$ cat src/rtl/pio_seq_pkg.sv
package pio_seq_pkg;
  typedef enum logic [1:0] {
    PH_IDLE   = 2'd0,
    PH_SETUP  = 2'd1,
    PH_STROBE = 2'd2,
    PH_RECOV  = 2'd3
  } phase_e;
endpackage

$ cat src/rtl/pio_phase_ctrl.sv
module pio_phase_ctrl
  import pio_seq_pkg::*;
#(
  parameter int STB_W = 5,
  parameter int RCV_W = 5,
  parameter int HLD_W = 3
) (
  input  logic             clk,
  input  logic             rst_n,
  input  logic             req_valid,
  input  logic             req_write,
  input  logic [STB_W-1:0] cfg_stb,
  input  logic [RCV_W-1:0] cfg_rcv,
  input  logic [HLD_W-1:0] cfg_hld,
  output phase_e           phase,
  output logic             ready,
  output logic             accept,
  output logic             last_strobe,
  output logic             hold_on,
  output logic             done
);
  localparam int RH_W  = (RCV_W > HLD_W) ? RCV_W : HLD_W;
  localparam int CNT_W = (STB_W > RH_W) ? STB_W : RH_W;

  phase_e             phase_q, phase_d;
  logic [CNT_W-1:0]   cnt_q, cnt_d;
  logic [STB_W-1:0]   stb_q;
  logic [RCV_W-1:0]   rcv_q;
  logic [HLD_W-1:0]   hld_q;
  logic               wr_q;
  logic               done_q, done_d;
  logic [CNT_W-1:0]   stb_x, rcv_x, hld_x, rec_end;
  logic               last_rec;

  // Zero-extend the latched fields to the counter width
  assign stb_x = CNT_W'(stb_q);
  assign rcv_x = CNT_W'(rcv_q);
  assign hld_x = CNT_W'(hld_q);

  // Writes keep recovery open until the data hold has also ended
  assign rec_end     = (wr_q && (hld_x > rcv_x)) ? hld_x : rcv_x;
  assign ready       = (phase_q == PH_IDLE);
  assign accept      = ready && req_valid;
  assign last_strobe = (phase_q == PH_STROBE) && (cnt_q == stb_x);
  assign last_rec    = (phase_q == PH_RECOV) && (cnt_q == rec_end);
  assign hold_on     = (phase_q == PH_RECOV) && wr_q && (cnt_q <= hld_x);
  assign phase       = phase_q;
  assign done        = done_q;

  always_comb begin
    phase_d = phase_q;
    cnt_d   = cnt_q;
    done_d  = last_rec;
    case (phase_q)
      PH_IDLE: begin
        if (accept) phase_d = PH_SETUP;
      end
      PH_SETUP: begin
        phase_d = PH_STROBE;
        cnt_d   = '0;
      end
      PH_STROBE: begin
        if (last_strobe) begin
          phase_d = PH_RECOV;
          cnt_d   = '0;
        end else begin
          cnt_d = cnt_q + 1'b1;
        end
      end
      PH_RECOV: begin
        if (last_rec) phase_d = PH_IDLE;
        else          cnt_d   = cnt_q + 1'b1;
      end
      default: phase_d = PH_IDLE;
    endcase
  end

  always_ff @(posedge clk or negedge rst_n) begin
    if (!rst_n) begin
      phase_q <= PH_IDLE;
      cnt_q   <= '0;
      done_q  <= 1'b0;
    end else begin
      phase_q <= phase_d;
      cnt_q   <= cnt_d;
      done_q  <= done_d;
    end
  end

  // Timing fields are captured once per access
  always_ff @(posedge clk or negedge rst_n) begin
    if (!rst_n) begin
      stb_q <= '0;
      rcv_q <= '0;
      hld_q <= '0;
      wr_q  <= 1'b0;
    end else if (accept) begin
      stb_q <= cfg_stb;
      rcv_q <= cfg_rcv;
      hld_q <= cfg_hld;
      wr_q  <= req_write;
    end
  end
endmodule

$ cat src/rtl/pio_bus_drive.sv
module pio_bus_drive
  import pio_seq_pkg::*;
#(
  parameter int ADDR_W = 3,
  parameter int DATA_W = 8
) (
  input  logic              clk,
  input  logic              rst_n,
  input  logic              accept,
  input  logic              req_write,
  input  logic [ADDR_W-1:0] req_addr,
  input  logic [DATA_W-1:0] req_wdata,
  input  phase_e            phase,
  input  logic              last_strobe,
  input  logic              hold_on,
  input  logic [DATA_W-1:0] bus_din,
  output logic [ADDR_W-1:0] bus_addr,
  output logic              bus_rd_n,
  output logic              bus_wr_n,
  output logic [DATA_W-1:0] bus_dout,
  output logic              bus_oe,
  output logic [DATA_W-1:0] rd_data
);
  logic [ADDR_W-1:0] addr_q;
  logic [DATA_W-1:0] wdata_q, rd_q;
  logic              wr_q;
  logic              strobing, cap_en;

  assign strobing = (phase == PH_STROBE);
  assign cap_en   = last_strobe && !wr_q;

  assign bus_addr = addr_q;
  assign bus_dout = wdata_q;
  assign rd_data  = rd_q;
  assign bus_rd_n = !(strobing && !wr_q);
  assign bus_wr_n = !(strobing && wr_q);
  assign bus_oe   = wr_q && ((phase == PH_SETUP) || strobing || hold_on);

  always_ff @(posedge clk or negedge rst_n) begin
    if (!rst_n) begin
      addr_q  <= '0;
      wdata_q <= '0;
      wr_q    <= 1'b0;
    end else if (accept) begin
      addr_q  <= req_addr;
      wdata_q <= req_wdata;
      wr_q    <= req_write;
    end
  end

  always_ff @(posedge clk or negedge rst_n) begin
    if (!rst_n)      rd_q <= '0;
    else if (cap_en) rd_q <= bus_din;
  end
endmodule

$ cat src/rtl/pio_strobe_seq.sv
module pio_strobe_seq
  import pio_seq_pkg::*;
#(
  parameter int ADDR_W = 3,
  parameter int DATA_W = 8,
  parameter int STB_W  = 5,
  parameter int RCV_W  = 5,
  parameter int HLD_W  = 3
) (
  input  logic              clk,
  input  logic              rst_n,
  input  logic              req_valid,
  input  logic              req_write,
  input  logic [ADDR_W-1:0] req_addr,
  input  logic [DATA_W-1:0] req_wdata,
  input  logic [STB_W-1:0]  cfg_stb,
  input  logic [RCV_W-1:0]  cfg_rcv,
  input  logic [HLD_W-1:0]  cfg_hld,
  output logic              req_ready,
  output logic              done,
  output logic [DATA_W-1:0] rd_data,
  output logic [ADDR_W-1:0] bus_addr,
  output logic              bus_rd_n,
  output logic              bus_wr_n,
  output logic [DATA_W-1:0] bus_dout,
  output logic              bus_oe,
  input  logic [DATA_W-1:0] bus_din
);
  phase_e phase;
  logic   accept, last_strobe, hold_on;

  pio_phase_ctrl #(
    .STB_W(STB_W), .RCV_W(RCV_W), .HLD_W(HLD_W)
  ) u_ctrl (
    .clk         (clk),
    .rst_n       (rst_n),
    .req_valid   (req_valid),
    .req_write   (req_write),
    .cfg_stb     (cfg_stb),
    .cfg_rcv     (cfg_rcv),
    .cfg_hld     (cfg_hld),
    .phase       (phase),
    .ready       (req_ready),
    .accept      (accept),
    .last_strobe (last_strobe),
    .hold_on     (hold_on),
    .done        (done)
  );

  pio_bus_drive #(
    .ADDR_W(ADDR_W), .DATA_W(DATA_W)
  ) u_drive (
    .clk         (clk),
    .rst_n       (rst_n),
    .accept      (accept),
    .req_write   (req_write),
    .req_addr    (req_addr),
    .req_wdata   (req_wdata),
    .phase       (phase),
    .last_strobe (last_strobe),
    .hold_on     (hold_on),
    .bus_din     (bus_din),
    .bus_addr    (bus_addr),
    .bus_rd_n    (bus_rd_n),
    .bus_wr_n    (bus_wr_n),
    .bus_dout    (bus_dout),
    .bus_oe      (bus_oe),
    .rd_data     (rd_data)
  );
endmodule

$ cat config.mk
export PLATFORM = sky130hd
export DESIGN_NAME = pio_strobe_seq
export DESIGN_NICKNAME = d
export VERILOG_FILES = /design/src/rtl/pio_seq_pkg.sv /design/src/rtl/pio_phase_ctrl.sv /design/src/rtl/pio_bus_drive.sv /design/src/rtl/pio_strobe_seq.sv
export SDC_FILE = /design/constraint.sdc
export NUM_CORES = 1
export LEC_CHECK = 0
export ABC_AREA = 1
export BUFFER_PORTS_ARGS = -buffer_cell sky130_fd_sc_hd__buf_2
export CAP_MARGIN = 10
export CORE_MARGIN = 2
export CORE_UTILIZATION = 51
export DETAILED_ROUTE_END_ITERATION = 6
export GPL_TIMING_DRIVEN = 0
export PLACE_DENSITY = 0.78
export SLEW_MARGIN = 20
export SYNTH_ARGS = -nofsm -noshare
export SYNTH_HDL_FRONTEND = slang
export SYNTH_SLANG_ARGS = --single-unit
$ cat constraint.sdc
create_clock -name clk -period 4.2 [get_ports clk]
set_clock_uncertainty 0.05 [all_clocks]
set_input_delay 0.42 -clock clk [delete_from_list [all_inputs] [get_ports clk]]
set_output_delay 0.42 -clock clk [all_outputs]
set_load 0.005 [all_outputs]
==> flow_summary_export.csv <==
group,metric,value,unit
power,power.switching,708.2,uW
synthesis,avgSynthCellArea,9.888,um^2
finish,diodes,0,
power,peakVddDrop,453.5,uV
synthesis,synth-seq-area-share,48.04,%
synthesis,yosysTopAreaCellShare,48.04,%
worst_setup_path,critPathBufInv,3,
clock_tree,clk_latency,0.28,ns
timing,slew_viol_final,0,
floorplan,dieArea,4722,um^2
worst_setup_path,startpoint_type,"register",
global_routing,grt_pass1_vias,1649,
detailed_routing,drt_iter0_markers,60,
detailed_routing,ant_nets,0,
worst_setup_path,critPathMaxFanout,3,
floorplan,coreArea,4029,um^2
synthesis,yosys.cell_types.count,27,
power,pwr-share-comb,47.9,%
detailed_routing,wl,4032,um
clock_tree,numCtsBuffers,5,
synthesis,postSynthCellCount,216,
power,powerDensity,695.4,nW/um^2
timing,worst_pin_slew,0.8891,ns
clock_tree,clk_pin_slew_worst_paths,0.08,ns
timing,hold_ws,0.1914,ns
power,power_leakage,1.335,nW
synthesis,netlist_area,2136,um^2
worst_setup_path,r2r-end,"u_ctrl.phase[1]$_DFFE_PN0P_",
clock_tree,cts_resized,0,
worst_setup_path,crit_start,"u_ctrl.hld_q[1]$_DFFE_PN0P_",
floorplan,pin_count,60,
floorplan,start_util,53.01,%
clock_tree,htreeDepth,2,
timing,fmax,0.4259,GHz
run,drv_cap,0,
worst_setup_path,critical-path-top-delay-family,"compound AO/OA/AOI/OAI gates",
finish,drive_gt1_share,37.10,%
global_routing,overflow,0,
timing,finalHoldViolations,0,
clock_tree,cts_tree,"done",
timing,rsz0062_at_grt,"no",
worst_hold_path,hold_class,"primary input to asynchronous set/reset pin",
worst_setup_path,worst-setup-path-type,"register to primary output",
timing,setup_violations,0,
floorplan,chipHeight,68.72,um
clock_tree,root_buffer,"clkbuf_8",
detailed_routing,drcViolationCount,0,
worst_setup_path,rrSetupSlack,2.20,ns
floorplan,fp.dieW,68.72,um
timing,setup_tns,0,ns
clock_tree,cts_buffer_depth,2,
detailed_routing,via_per_inst,4.961,
synthesis,ys_ff_latch,41,
worst_setup_path,slowest_stage,"dfrtp_1",
placement,dp_hpwl,3166,um
timing,min_period,2.348,ns
clock_tree,holdBufCountCts,0,
worst_setup_path,critPathMaxStageDelay,0.38,ns
timing,fin_crit_sh,55.90,%
finish,num-fill-cells,333,
finish,syn2layout_area_growth,20.86,%
global_routing,grt_max_degree,42,
synthesis,yosysWarnings,0,
power,seqPwrFrac,38.0,%
status,outcome,"finished, final reports clean",
synthesis,ys_top_cells_by_area,"dfrtp_1 48%, mux2_2 11%, nand2_1 6.3%, ha_1 5.9%, nand3_1 4.7%",
synthesis,syn_nets,262,
placement,port_buffers,59,
clock_tree,numClockSinks,41,
power,switching_share,39.46,%
worst_setup_path,arrival,1.88,ns
global_routing,grt_pass1_wl,7086,um
worst_setup_path,r2r-start,"u_ctrl.hld_q[0]$_DFFE_PN0P_",
clock_tree,post_cts_buffers,0,
global_routing,track_usage,20.16,%
worst_setup_path,required,3.73,ns
global_routing,antenna_found_initial,0,
power,clock_power_share,14.1,%
power,power,1.795,mW
detailed_routing,routedWlPerCell,12.11,um
timing,relSlewSlack,40.73,%
power,p_int,1.087,mW
finish,nNetsFinal,328,
detailed_routing,vias,1652,
synthesis,post-synth-top-area-cell,"dfrtp_1",
worst_setup_path,cp_cell_sequence,"inv_1 -> ha_1 -> inv_1 -> nor2_1 -> o21a_1 -> o21ai_0 -> a31oi_1 -> nor2_1 -> buf_2",
placement,gp_congestion,0.8720,
worst_setup_path,worstRegToRegCells,15,
worst_setup_path,critPathCaptureType,"primary output",
floorplan,core.rowCount,23,
detailed_routing,firstDrtPassIters,4,
[placed cells by master (no fill, tap or decap), types with 3 or more instances in the layout]
master,count
a21oi_1,8
buf_1,3
buf_2,60
clkbuf_8,5
dfrtp_1,41
ha_1,10
inv_1,21
mux2_1,5
mux2_2,21
nand2_1,36
nand2_2,3
nand3_1,20
nor2_1,19
nor2_2,5
xnor2_1,3
xor2_1,5
[layer usage]
metal | global-route usage (%) | share of wire [%] | wire length [um] | vias up
li1 | - | - | - | 828
met2 | 33.41 | 51 | 2047 | 50
met3 | 5.357 | 6.0 | 242 | 6
met4 | 6.863 | 1.2 | 50 | 0
met5 | 0 | 0 | 0 | -
met1 | 25.58 | 42 | 1693 | 768
[layout make-up]
cell class              count  area (um^2)  area share [%]
repair buffers             59        295.3           11.44
well taps                  50        62.56           2.424
plain buffers               6        26.28           1.018
clock buffers               6        72.57           2.811
multi-input cells         147         1001           38.78
clock inverters             2        15.01          0.5817
flip-flops and latches     41         1026           39.75
inverters                  22        82.58           3.199
[state kept, by name, indices dropped and copies added (netlist names)]
register,cells
u_drive.rd_data,8
u_ctrl.rcv_q,5
u_drive.bus_dout,8
u_ctrl.wr_q,1
u_ctrl.cnt_q,5
u_ctrl.stb_q,5
u_ctrl.phase,2
u_drive.bus_addr,3
u_ctrl.done,1
u_ctrl.hld_q,3
[Yosys cell counts]
library cell	n
ha_1	10
dfrtp_1	41
o21ai_0	1
a21oi_1	8
nor2_1	19
nor2_2	5
buf_2	1
nand4_1	1
nand2_4	2
mux2_2	21
buf_1	3
xor2_1	5
nand3_4	1
nand4_4	1
inv_1	21
o21a_1	1
clkbuf_2	2
nor2_4	1
xnor2_1	3
nand2_2	3
or2_1	2
nand2_1	36
nand3_1	20
inv_2	1
or2_2	1
mux2_1	5
a31oi_1	1
[how the worst max path moves through the flow]
stage / endpoint / cells past startpoint
after floorplan: u_ctrl.phase[1]$_DFFE_PN0P_ / 15
after global placement: bus_oe / 9
after detailed placement: bus_oe / 9
after CTS: bus_oe / 9
after global routing: bus_oe / 9
final: bus_oe / 9
[cells by family (layout without fill, tap and decap cells)]
| kind of cell | Yosys count | in the layout | synth area share, % |
|---|---|---|---|
| AO/OA/AOI/OAI | 11 | 11 | 2.754 |
| XOR/XNOR | 8 | 8 | 3.281 |
| adder cells (fa/ha/maj) | 10 | 10 | 5.858 |
| buffers and inverters | 28 | 95 | 5.096 |
| flip-flops | 41 | 41 | 48.04 |
| multiplexers | 26 | 26 | 13.71 |
| AND/OR/NAND/NOR | 92 | 92 | 21.27 |
[power groups by stage]
stage	Combinational, mW	Clock, mW	Sequential (mW)
6_report	0.860	0.253	0.682
3_3_place_gp	0.843	0	0.679
4_1_cts	0.873	0.261	0.683
2_1_floorplan	0.611	0	0.681
3_5_place_dp	0.872	0	0.687
5_1_grt	0.983	0.282	0.707
[worst register-to-register path, stage by stage, from the launching register on]
cell and delay, ns:
dfrtp_1 0.38, inv_1 0.09, ha_1 0.28, nand2_1 0.05, nor2_2 0.14, nor2_4 0.08, nand2_2 0.11, nand2_1 0.06
nand3_1 0.06, nand2_1 0.06, nor2_2 0.18, nand2_1 0.09, nand2_2 0.08, nand2_1 0.07, nand2_1 0.07, nand2_1 0.04
[stage by stage]
stage                     worst slack, ns  utilization [%]  cell area, um^2  instances
after floorplan                     2.400                -             2136        216
after global placement              2.172            61.89             2494        325
after detailed placement            2.146            61.89             2494        325
after CTS                           1.814            64.07             2581        333
after global routing                1.699            64.07             2581        333
final                               1.852            64.07             2581        333
Note: power is estimated with default switching activity, not from simulation.
